===== src/rtl/regbank_pkg.sv =====
package regbank_pkg;
  typedef enum logic [1:0] {
    HS_IDLE = 2'd0,
    HS_WAIT = 2'd1,
    HS_DONE = 2'd2
  } hs_state_e;
endpackage


===== src/rtl/regbank_hs.sv =====
// Acknowledge sequencer: counts wait states from the first request cycle,
// issues one pulse, then holds off until the request is withdrawn.
module regbank_hs
  import regbank_pkg::*;
#(
  parameter int WAIT_W = 4
) (
  input  logic              clk,
  input  logic              rst_n,
  input  logic              req,
  input  logic [WAIT_W-1:0] wait_states,
  output logic              ack_now
);
  hs_state_e         state;
  logic [WAIT_W-1:0] cnt;
  logic [WAIT_W-1:0] wait_lat;
  logic              ack_raw;

  always_comb begin
    case (state)
      HS_IDLE: ack_raw = req && (wait_states == '0);
      HS_WAIT: ack_raw = req && (cnt == wait_lat);
      default: ack_raw = 1'b0;
    endcase
  end

  assign ack_now = rst_n && ack_raw;

  always_ff @(posedge clk) begin
    if (!rst_n) begin
      state    <= HS_IDLE;
      cnt      <= '0;
      wait_lat <= '0;
    end else begin
      case (state)
        HS_IDLE: begin
          if (req) begin
            if (wait_states == '0) begin
              state <= HS_DONE;
            end else begin
              state    <= HS_WAIT;
              cnt      <= WAIT_W'(1);
              wait_lat <= wait_states;
            end
          end
        end
        HS_WAIT: begin
          if (!req)                 state <= HS_IDLE;
          else if (cnt == wait_lat) state <= HS_DONE;
          else                      cnt   <= cnt + WAIT_W'(1);
        end
        HS_DONE: begin
          if (!req) state <= HS_IDLE;
        end
        default: state <= HS_IDLE;
      endcase
    end
  end
endmodule


===== src/rtl/regbank_store.sv =====
// Register storage with per-byte write enables; one index is a read-only constant.
module regbank_store #(
  parameter int              NREG     = 4,
  parameter int              DW       = 32,
  parameter int              RO_IDX   = NREG - 1,
  parameter logic [DW-1:0]   RO_VALUE = '0
) (
  input  logic                     clk,
  input  logic                     rst_n,
  input  logic                     wr_en,
  input  logic [NREG-1:0]          wr_sel,
  input  logic [DW/8-1:0]          be,
  input  logic [DW-1:0]            wdata,
  output logic [NREG-1:0][DW-1:0]  regs
);
  localparam int NB = DW / 8;

  for (genvar r = 0; r < NREG; r++) begin : g_reg
    if (r == RO_IDX) begin : g_ro
      assign regs[r] = RO_VALUE;
    end else begin : g_rw
      logic [DW-1:0] q;
      always_ff @(posedge clk) begin
        if (!rst_n) begin
          q <= '0;
        end else if (wr_en && wr_sel[r]) begin
          for (int b = 0; b < NB; b++) begin
            if (be[b]) q[b*8 +: 8] <= wdata[b*8 +: 8];
          end
        end
      end
      assign regs[r] = q;
    end
  end
endmodule


===== src/rtl/regbank_rdsel.sv =====
// AND-OR read selector, forced to zero when not enabled.
module regbank_rdsel #(
  parameter int NREG = 4,
  parameter int DW   = 32
) (
  input  logic [NREG-1:0][DW-1:0] regs,
  input  logic [NREG-1:0]         sel,
  input  logic                    en,
  output logic [DW-1:0]           rdata
);
  logic [DW-1:0] merged;

  always_comb begin
    merged = '0;
    for (int i = 0; i < NREG; i++) begin
      if (sel[i]) merged = merged | regs[i];
    end
  end

  assign rdata = en ? merged : '0;
endmodule


===== src/rtl/regbank_slave.sv =====
module regbank_slave #(
  parameter int            AW       = 8,
  parameter int            CSW      = 1,
  parameter int            DW       = 32,
  parameter int            NREG     = 4,
  parameter int            WAIT_W   = 4,
  parameter logic [DW-1:0] RO_VALUE = 'h5A17_0003
) (
  input  logic              clk,
  input  logic              rst_n,
  input  logic [AW-1:0]     addr,
  input  logic [CSW-1:0]    cs,
  input  logic              rnw,
  input  logic [DW-1:0]     wdata,
  input  logic [DW/8-1:0]   be,
  input  logic [NREG-1:0]   rd_ce,
  input  logic [NREG-1:0]   wr_ce,
  input  logic [WAIT_W-1:0] wait_states,
  output logic [DW-1:0]     rdata,
  output logic              rd_ack,
  output logic              wr_ack,
  output logic              err
);
  localparam int RO_IDX = NREG - 1;

  logic                    req;
  logic                    ack_now;
  logic                    single_hot;
  logic                    dir_ok;
  logic                    fault;
  logic                    wr_en;
  logic [NREG-1:0][DW-1:0] reg_q;
  logic                    unused_addr;

  assign unused_addr = ^addr;

  assign req        = (|cs) && ((|rd_ce) || (|wr_ce));
  assign single_hot = ($countones({rd_ce, wr_ce}) == 1);
  assign dir_ok     = rnw ? (|rd_ce) : (|wr_ce);
  assign fault      = !single_hot || !dir_ok || wr_ce[RO_IDX];

  regbank_hs #(.WAIT_W(WAIT_W)) u_hs (
    .clk         (clk),
    .rst_n       (rst_n),
    .req         (req),
    .wait_states (wait_states),
    .ack_now     (ack_now)
  );

  assign rd_ack = ack_now && rnw;
  assign wr_ack = ack_now && !rnw;
  assign err    = ack_now && fault;
  assign wr_en  = wr_ack && !fault;

  regbank_store #(
    .NREG     (NREG),
    .DW       (DW),
    .RO_IDX   (RO_IDX),
    .RO_VALUE (RO_VALUE)
  ) u_store (
    .clk    (clk),
    .rst_n  (rst_n),
    .wr_en  (wr_en),
    .wr_sel (wr_ce),
    .be     (be),
    .wdata  (wdata),
    .regs   (reg_q)
  );

  regbank_rdsel #(.NREG(NREG), .DW(DW)) u_rdsel (
    .regs  (reg_q),
    .sel   (rd_ce),
    .en    (rd_ack && !fault),
    .rdata (rdata)
  );
endmodule


===== config.mk =====
export PLATFORM = sky130hd
export DESIGN_NAME = regbank_slave
export DESIGN_NICKNAME = d
export VERILOG_FILES = /design/src/rtl/regbank_pkg.sv /design/src/rtl/regbank_hs.sv /design/src/rtl/regbank_store.sv /design/src/rtl/regbank_rdsel.sv /design/src/rtl/regbank_slave.sv
export SDC_FILE = /design/constraint.sdc
export NUM_CORES = 1
export LEC_CHECK = 0
export ABC_AREA = 1
export BUFFER_PORTS_ARGS = -buffer_cell sky130_fd_sc_hd__buf_2
export CAP_MARGIN = 10
export CORE_MARGIN = 4
export CORE_UTILIZATION = 40
export CTS_BUF_LIST = sky130_fd_sc_hd__clkbuf_8
export DETAILED_ROUTE_END_ITERATION = 16
export GPL_TIMING_DRIVEN = 0
export PLACE_DENSITY_LB_ADDON = 0.2
export SETUP_SLACK_MARGIN = 0.5
export SYNTH_ARGS = -nofsm -noshare
export SYNTH_HDL_FRONTEND = slang
export SYNTH_HIERARCHICAL = 1
export SYNTH_SLANG_ARGS = --single-unit

===== constraint.sdc =====
create_clock -name clk -period 7.5 [get_ports clk]
set_clock_uncertainty 0.05 [all_clocks]
set_input_delay 0.375 -clock clk [delete_from_list [all_inputs] [get_ports clk]]
set_output_delay 0.375 -clock clk [all_outputs]
set_load 0.02 [all_outputs]

==> results of run 1 <==
[cell type report]
class | instances | area share
multi-input combinational | 778 | 0.4431
sequential | 106 | 0.2917
buffer | 73 | 0.07964
inverter | 132 | 0.06811
timing repair buffer | 85 | 0.05848
tap | 211 | 0.03629
clock buffer | 10 | 0.01892
clock inverter | 6 | 0.003784
[layer usage]
metal,GRT usage,wire (µm),up-vias
met3,0.03399,631,15
met1,0.2445,7798,2560
li1,-,-,3254
met4,0.05086,239,0
met5,0,0,-
met2,0.3231,7693,99
[state kept, by name (all words and copies together), names as in the netlist]
| signal | flops |
|---|---|
| u_hs/cnt | 4 |
| u_hs/state | 2 |
| u_hs/wait_lat | 4 |
| u_store/g.g_rw.q | 96 |
[worst paths after layout]
| kind | to | slack (ps) | cells after the start |
|---|---|---|---|
| hold / removal | u_store/g_reg[1].g_rw.q[3] | 200 | 3 |
| setup / recovery | rdata[15] | 2960 | 17 |
| setup reg to reg | u_store/g_reg[0].g_rw.q[15] | 4670 | 17 |
| hold reg to reg | u_hs/wait_lat[2] | 430 | 2 |
[cell usage in the layout, fill, tap and decap left out]
| master | n |
|---|---|
| clkinv_2 | 1 |
| conb_1 | 32 |
| buf_6 | 21 |
| nand2_2 | 3 |
| inv_2 | 7 |
| nand4_1 | 1 |
| nand3_2 | 13 |
| a21oi_2 | 1 |
| clkbuf_1 | 7 |
| o21a_1 | 1 |
| a21boi_0 | 1 |
| nand3_1 | 11 |
| fa_1 | 4 |
| nor3_2 | 1 |
| o21ai_0 | 1 |
| dfxtp_1 | 106 |
| nor2_1 | 272 |
| nand2_1 | 411 |
| clkbuf_8 | 11 |
| nand3_4 | 2 |
| buf_2 | 96 |
| or2_1 | 1 |
| clkinvlp_4 | 1 |
| nand2_4 | 1 |
| ha_1 | 5 |
| a21oi_1 | 5 |
| buf_4 | 33 |
| inv_1 | 129 |
| o21ai_1 | 4 |
| nor2_2 | 8 |
[cell families after synthesis]
family	Yosys count	synth area share
simple gates	724	0.4576
buf+inv	205	0.1704
flops	106	0.3364
compound gates	13	0.01170
fa+ha+maj	9	0.02262
other cells	2	0.001191
[power by group through the flow]
stage	clock (mW)	combinational, mW	sequential, mW
2_1_floorplan	0	0.109	0.586
3_3_place_gp	0	0.161	0.587
3_5_place_dp	0	0.162	0.587
4_1_cts	0.332	0.163	0.574
5_1_grt	0.352	0.183	0.575
6_report	0.319	0.161	0.574
[critical path: cells and delay by family]
kind | cells | cell delay (ps)
fa+ha+maj | 5 | 2120
buf+inv | 7 | 1040
simple gates | 5 | 560
[stage by stage]
stage	hold slack (ps)	power (mW)
final	202.8	1.054
after global routing	182.4	1.111
after CTS	179.7	1.068
after detailed placement	416.7	0.7492
after global placement	413.7	0.7478
after floorplan	394.6	0.6946
==> run metrics, run 1 <==
first-pass GRT wire length approximately 27 mm; clock buffer depth 2; Final Cell Area ~7300 µm²; gr ovfl total 0; CTS H-Tree Depth 3; DP Wirelength 11.78 mm; switching part of the total power 0.2817; Cell Area, Synth roughly 6300 µm²; switching pwr roughly 0.3 mW; Initial Util 0.4118; Sink Count ~110; PortBufs 85; most frequent cell after synthesis nand2_1; Mean Syn Cell Area 5.956 µm²; post-CTS setup repair buffer count 0; PnR worst setup slack between 2000 and 3000 ps; Die W 133.6 µm; Hold Vio Cnt, Final 0; hold_sp wdata[3]; Worst-Skew Late Latency 380 ps; Die Area ~18000 µm²; CP Launch Point rd_ce[0]; row cnt 45; critical path capture point type primary output; Crit Path Max Fanout 10; Lkg Pwr 4.215 nW; setup violators final 0; placed instance count approximately 1400; cts repair resizes 0; Final Max Tran Viols 0; post-layout util 0.4750; type of origin of the critical path input pin; antenna cells 0; wire per inst 11.68 µm; Root Driver clkbuf_8; P&R area growth vs syn 15.33%; via count of the first global-routing pass 5448; Die Ht 133.6 µm; PwrDens 144.9 nW/µm²; Nets around 1300; CP peak stage delay 560 ps; post-route non-filler standard cell count 1401; reg-to-reg startpoint u_hs/cnt[2]; Clock Power Share 0.302; crit path kind input pin to primary output; area leader, netlist dfxtp_1; area taken by multi-input logic gates 3223 µm²; Post-synth EDFFs 0; crit path cell chain buf_2, inv_1, fa_1, fa_1, fa_1, inv_1, ha_1, inv_1, fa_1, nand3_2, nor2_2, nand3_2, nor2_1, inv_1, clkbuf_1, nor2_1, buf_2; Worst Tran Pin Value 605.1 ps; Fmax achieved ~220 MHz; post-route ant nets 0; Hold Path Class input pin to flop; Final TNS setup 0 ps; first-pass iteration count of the detailed router 5; Slew HR 0.5966; share of cells above drive strength 1 0.1672; Critical Path RT 7070 ps; Vias per Instance around 4.2; Core ar. approximately 15000 µm²; Ports 95; Post-synth top cells 411 x nand2_1, 272 x nor2_1, 125 x inv_1, 106 x dfxtp_1, 33 x buf_4; run status complete, no violations; Final GP Congestion a little over 0.8; initial antenna violation count 0; synthesized instance count between 1000 and 1500; Routed Wire Length 16.36 mm; combinational group share of total power 0.153; CP max-delay cell fa_1; RSZ-0062 raised after global routing no; Synth warnings 6; post-route clock period utilization 0.6055; Peak VDD IR about 0.10 mV; Flop pwr share 0.545; Synth area leaders dfxtp_1 34%, nand2_1 24%, nor2_1 16%, inv_1 7.4%, buf_4 3.9%; placed cell areas 7109 µm²; Post-synth ARST share 0; DRT iter0 DRCs 332; worst path arrival time around 4000 ps; number of max-cap violations 0; pin count of the biggest net entering global routing 16; synth unique cells 28; number of synthesized register bits 106; Tot GR Track Use 0.1886; Synth top area share 0.3364; sequential cell area fraction in the yosys report 0.3364; CTS tree built; crit path time final 4542 ps; DRC viols 0; vias slightly below 6000; fillers 1697; dominant synthesized flop cell dfxtp_1; hold buffers post-CTS 0; internal cell power roughly 0.76 mW; pre-CTS WS 2891 ps; CTS Buf Count 9; CTS clk-pin slew, worst paths about 100 ps; Register Area 2122 µm²
(Power assumes the default switching activity.)
==> inputs of run 2 (changes only) <==
==> constraint.sdc (replaced) <==
create_clock -name clk -period 4.3 [get_ports clk]
set_clock_uncertainty 0.05 [all_clocks]
set_input_delay 0.215 -clock clk [delete_from_list [all_inputs] [get_ports clk]]
set_output_delay 0.215 -clock clk [all_outputs]
set_load 0.02 [all_outputs]
==> run metrics, run 2 (synthesis gave the netlist of run 1 again) <==
Slew HR 0.6080 (+0.01137); type of origin of the critical path input pin; row cnt 45 (unchanged); post-route clock period utilization 0.8709; Die W 133.6 µm (unchanged); via count of the first global-routing pass 5549 (+1.9%); Core ar. 15310 µm² (unchanged); area taken by multi-input logic gates 3407 µm² (+5.7%); Sink Count 106 (unchanged); first-pass GRT wire length 27.44 mm (+2.2%); Die Ht 133.6 µm (unchanged); number of max-cap violations 0 (unchanged); WP buf/inv 7 (unchanged); P&R area growth vs syn 23.25%; critical path capture point type primary output; Ports 95 (unchanged); Worst-Skew Late Latency 380 ps (about the same); CTS tree built; worst path arrival time 3480 ps (-640 ps); wire per inst 11.92 µm (+2.1%); run status complete, no violations; clock buffer depth 2 (unchanged); Final GP Congestion 0.8232 (unchanged); Root Driver clkbuf_8; gr ovfl total 0 (unchanged); Top reg by flops u_store/g.g_rw.q; Peak VDD IR 0.1806 mV (+74%); PortBufs 85 (unchanged); commonest non-fill, non-tap cell in the layout nand2_1; setup violators final 0 (unchanged); Tot GR Track Use 0.1928 (+0.004218); vias 6016 (+1.5%); Worst Tran Pin Value 588.0 ps (-17.05 ps); Critical Path RT 4030 ps (-3040 ps); hold buffers post-CTS 0 (unchanged); PnR worst setup slack 555.2 ps (-2403 ps); PwrDens 240.1 nW/µm² (+66%); total power draw 1.866 mW (+77%); fillers 1645 (-3.1%); CP max-delay cell fa_1; antenna cells 0 (unchanged); DRT iter0 DRCs 349 (+5.1%); Hold Path Class input pin to flop; DRC viols 0 (unchanged); pin count of the biggest net entering global routing 16 (unchanged); Crit Path Max Fanout 8 (-2); crit path kind input pin to primary output; Register Area 2122 µm² (unchanged); pre-CTS WS -149.0 ps (-3040 ps); Vias per Instance 4.273 (+0.98%); first-pass iteration count of the detailed router 5 (unchanged); most frequent CP cell fa_1; crit path cell chain buf_12, inv_4, fa_1, fa_1, fa_1, inv_1, ha_2, inv_2, fa_1, nand3_2, nor2_4, nand3_4, nor2_4, inv_6, clkbuf_16, nor2_1, buf_4; most frequent cells in the layout 411 x nand2_1, 254 x nor2_1, 124 x inv_1; CP top delay family adder cells; DP Wirelength 11.78 mm (unchanged); RSZ-0062 raised after global routing yes; crit path time final 3745 ps; Initial Util 0.4118 (unchanged); initial antenna violation count 0 (unchanged); biggest regs u_store/g.g_rw.q (96), u_hs/cnt (4), u_hs/wait_lat (4); Routed Wire Length 16.78 mm (+2.6%); CTS Buf Count 9 (unchanged); Lkg Pwr 4.319 nW (+2.5%); post-route ant nets 0 (unchanged); max FFs per register 96 (unchanged); Hold WS 33.49 ps (-169.3 ps); post-layout util 0.5076 (+0.03260); CTS H-Tree Depth 3 (unchanged); CTS clk-pin slew, worst paths 90 ps (about the same); Final Max Tran Viols 0 (unchanged); Die Area 17840 µm² (unchanged); share of cells above drive strength 1 0.1955 (+0.02826); Hold Vio Cnt, Final 0 (unchanged); CP peak stage delay 530 ps (-30 ps); Fmax achieved 267.0 MHz; Nets 1261 (+0.56%)
run 2: through the flow:
step	setup TNS, ps	std cells	cell area, µm²
2_1_floorplan	0	1089	6420
5_1_grt	0	1408	7774
3_3_place_gp	-2885	1385	7109
3_5_place_dp	-7334	1385	7109
6_report	0	1408	7774
4_1_cts	0	1406	7687
run 2: worst paths after layout:
check	depth (start not counted)	end	from	slack (ps)
max reg2reg	18	u_store/g_reg[0].g_rw.q[14]	u_hs/cnt[2]	1650
min	3	u_store/g_reg[1].g_rw.q[3]	wdata[3]	30
min reg2reg	2	u_hs/wait_lat[2]	u_hs/wait_lat[2]	430
max	17	rdata[27]	rd_ce[0]	560
run 2: power by group:
part	internal [mW]	total (mW)	leakage, nW	switching [mW]
clock network	0.218	0.559	0.0973	0.341
logic	0.121	0.306	3.37	0.185
registers	0.992	1.00	0.855	0.00871
total	1.33	1.87	4.32	0.535
run 2: worst reg2reg max path: stages (launching register included):
cell and delay [ps]:
dfxtp_1 460, inv_2 40, nand2_1 50, nand2_1 50
nor2_2 160, nand2_2 100, nand2_4 80, nand2_2 60
nor2_1 120, inv_1 80, nor2_1 120, inv_1 80
nor3_4 300, buf_4 170, nand3_2 180, buf_2 270
nand2_1 80, nand2_1 50, nor2_1 90
run 2: area by class of cell:
cell class	count	area share
multi-input combinational	778	0.4383
inverter	132	0.06470
clock inverter	6	0.003541
buffer	73	0.08386
timing repair buffer	92	0.08498
clock buffer	10	0.01770
tap	211	0.03396
sequential	106	0.2730
run 2: routing by layer:
| metal | global-route usage | share of wire |
|---|---|---|
| met4 | 0.05314 | 0.014 |
| met3 | 0.03588 | 0.048 |
| met1 | 0.2506 | 0.46 |
| met5 | 0 | 0 |
| met2 | 0.3282 | 0.47 |
run 2: what timing repair did:
| item | in CTS | in global routing |
|---|---|---|
| cloned | 3 | 0 |
| pin swaps | 9 | 2 |
| setup endpoints to repair | 128 | 90 |
| resized for setup | 105 | 13 |
| setup buffers | 2 | 2 |
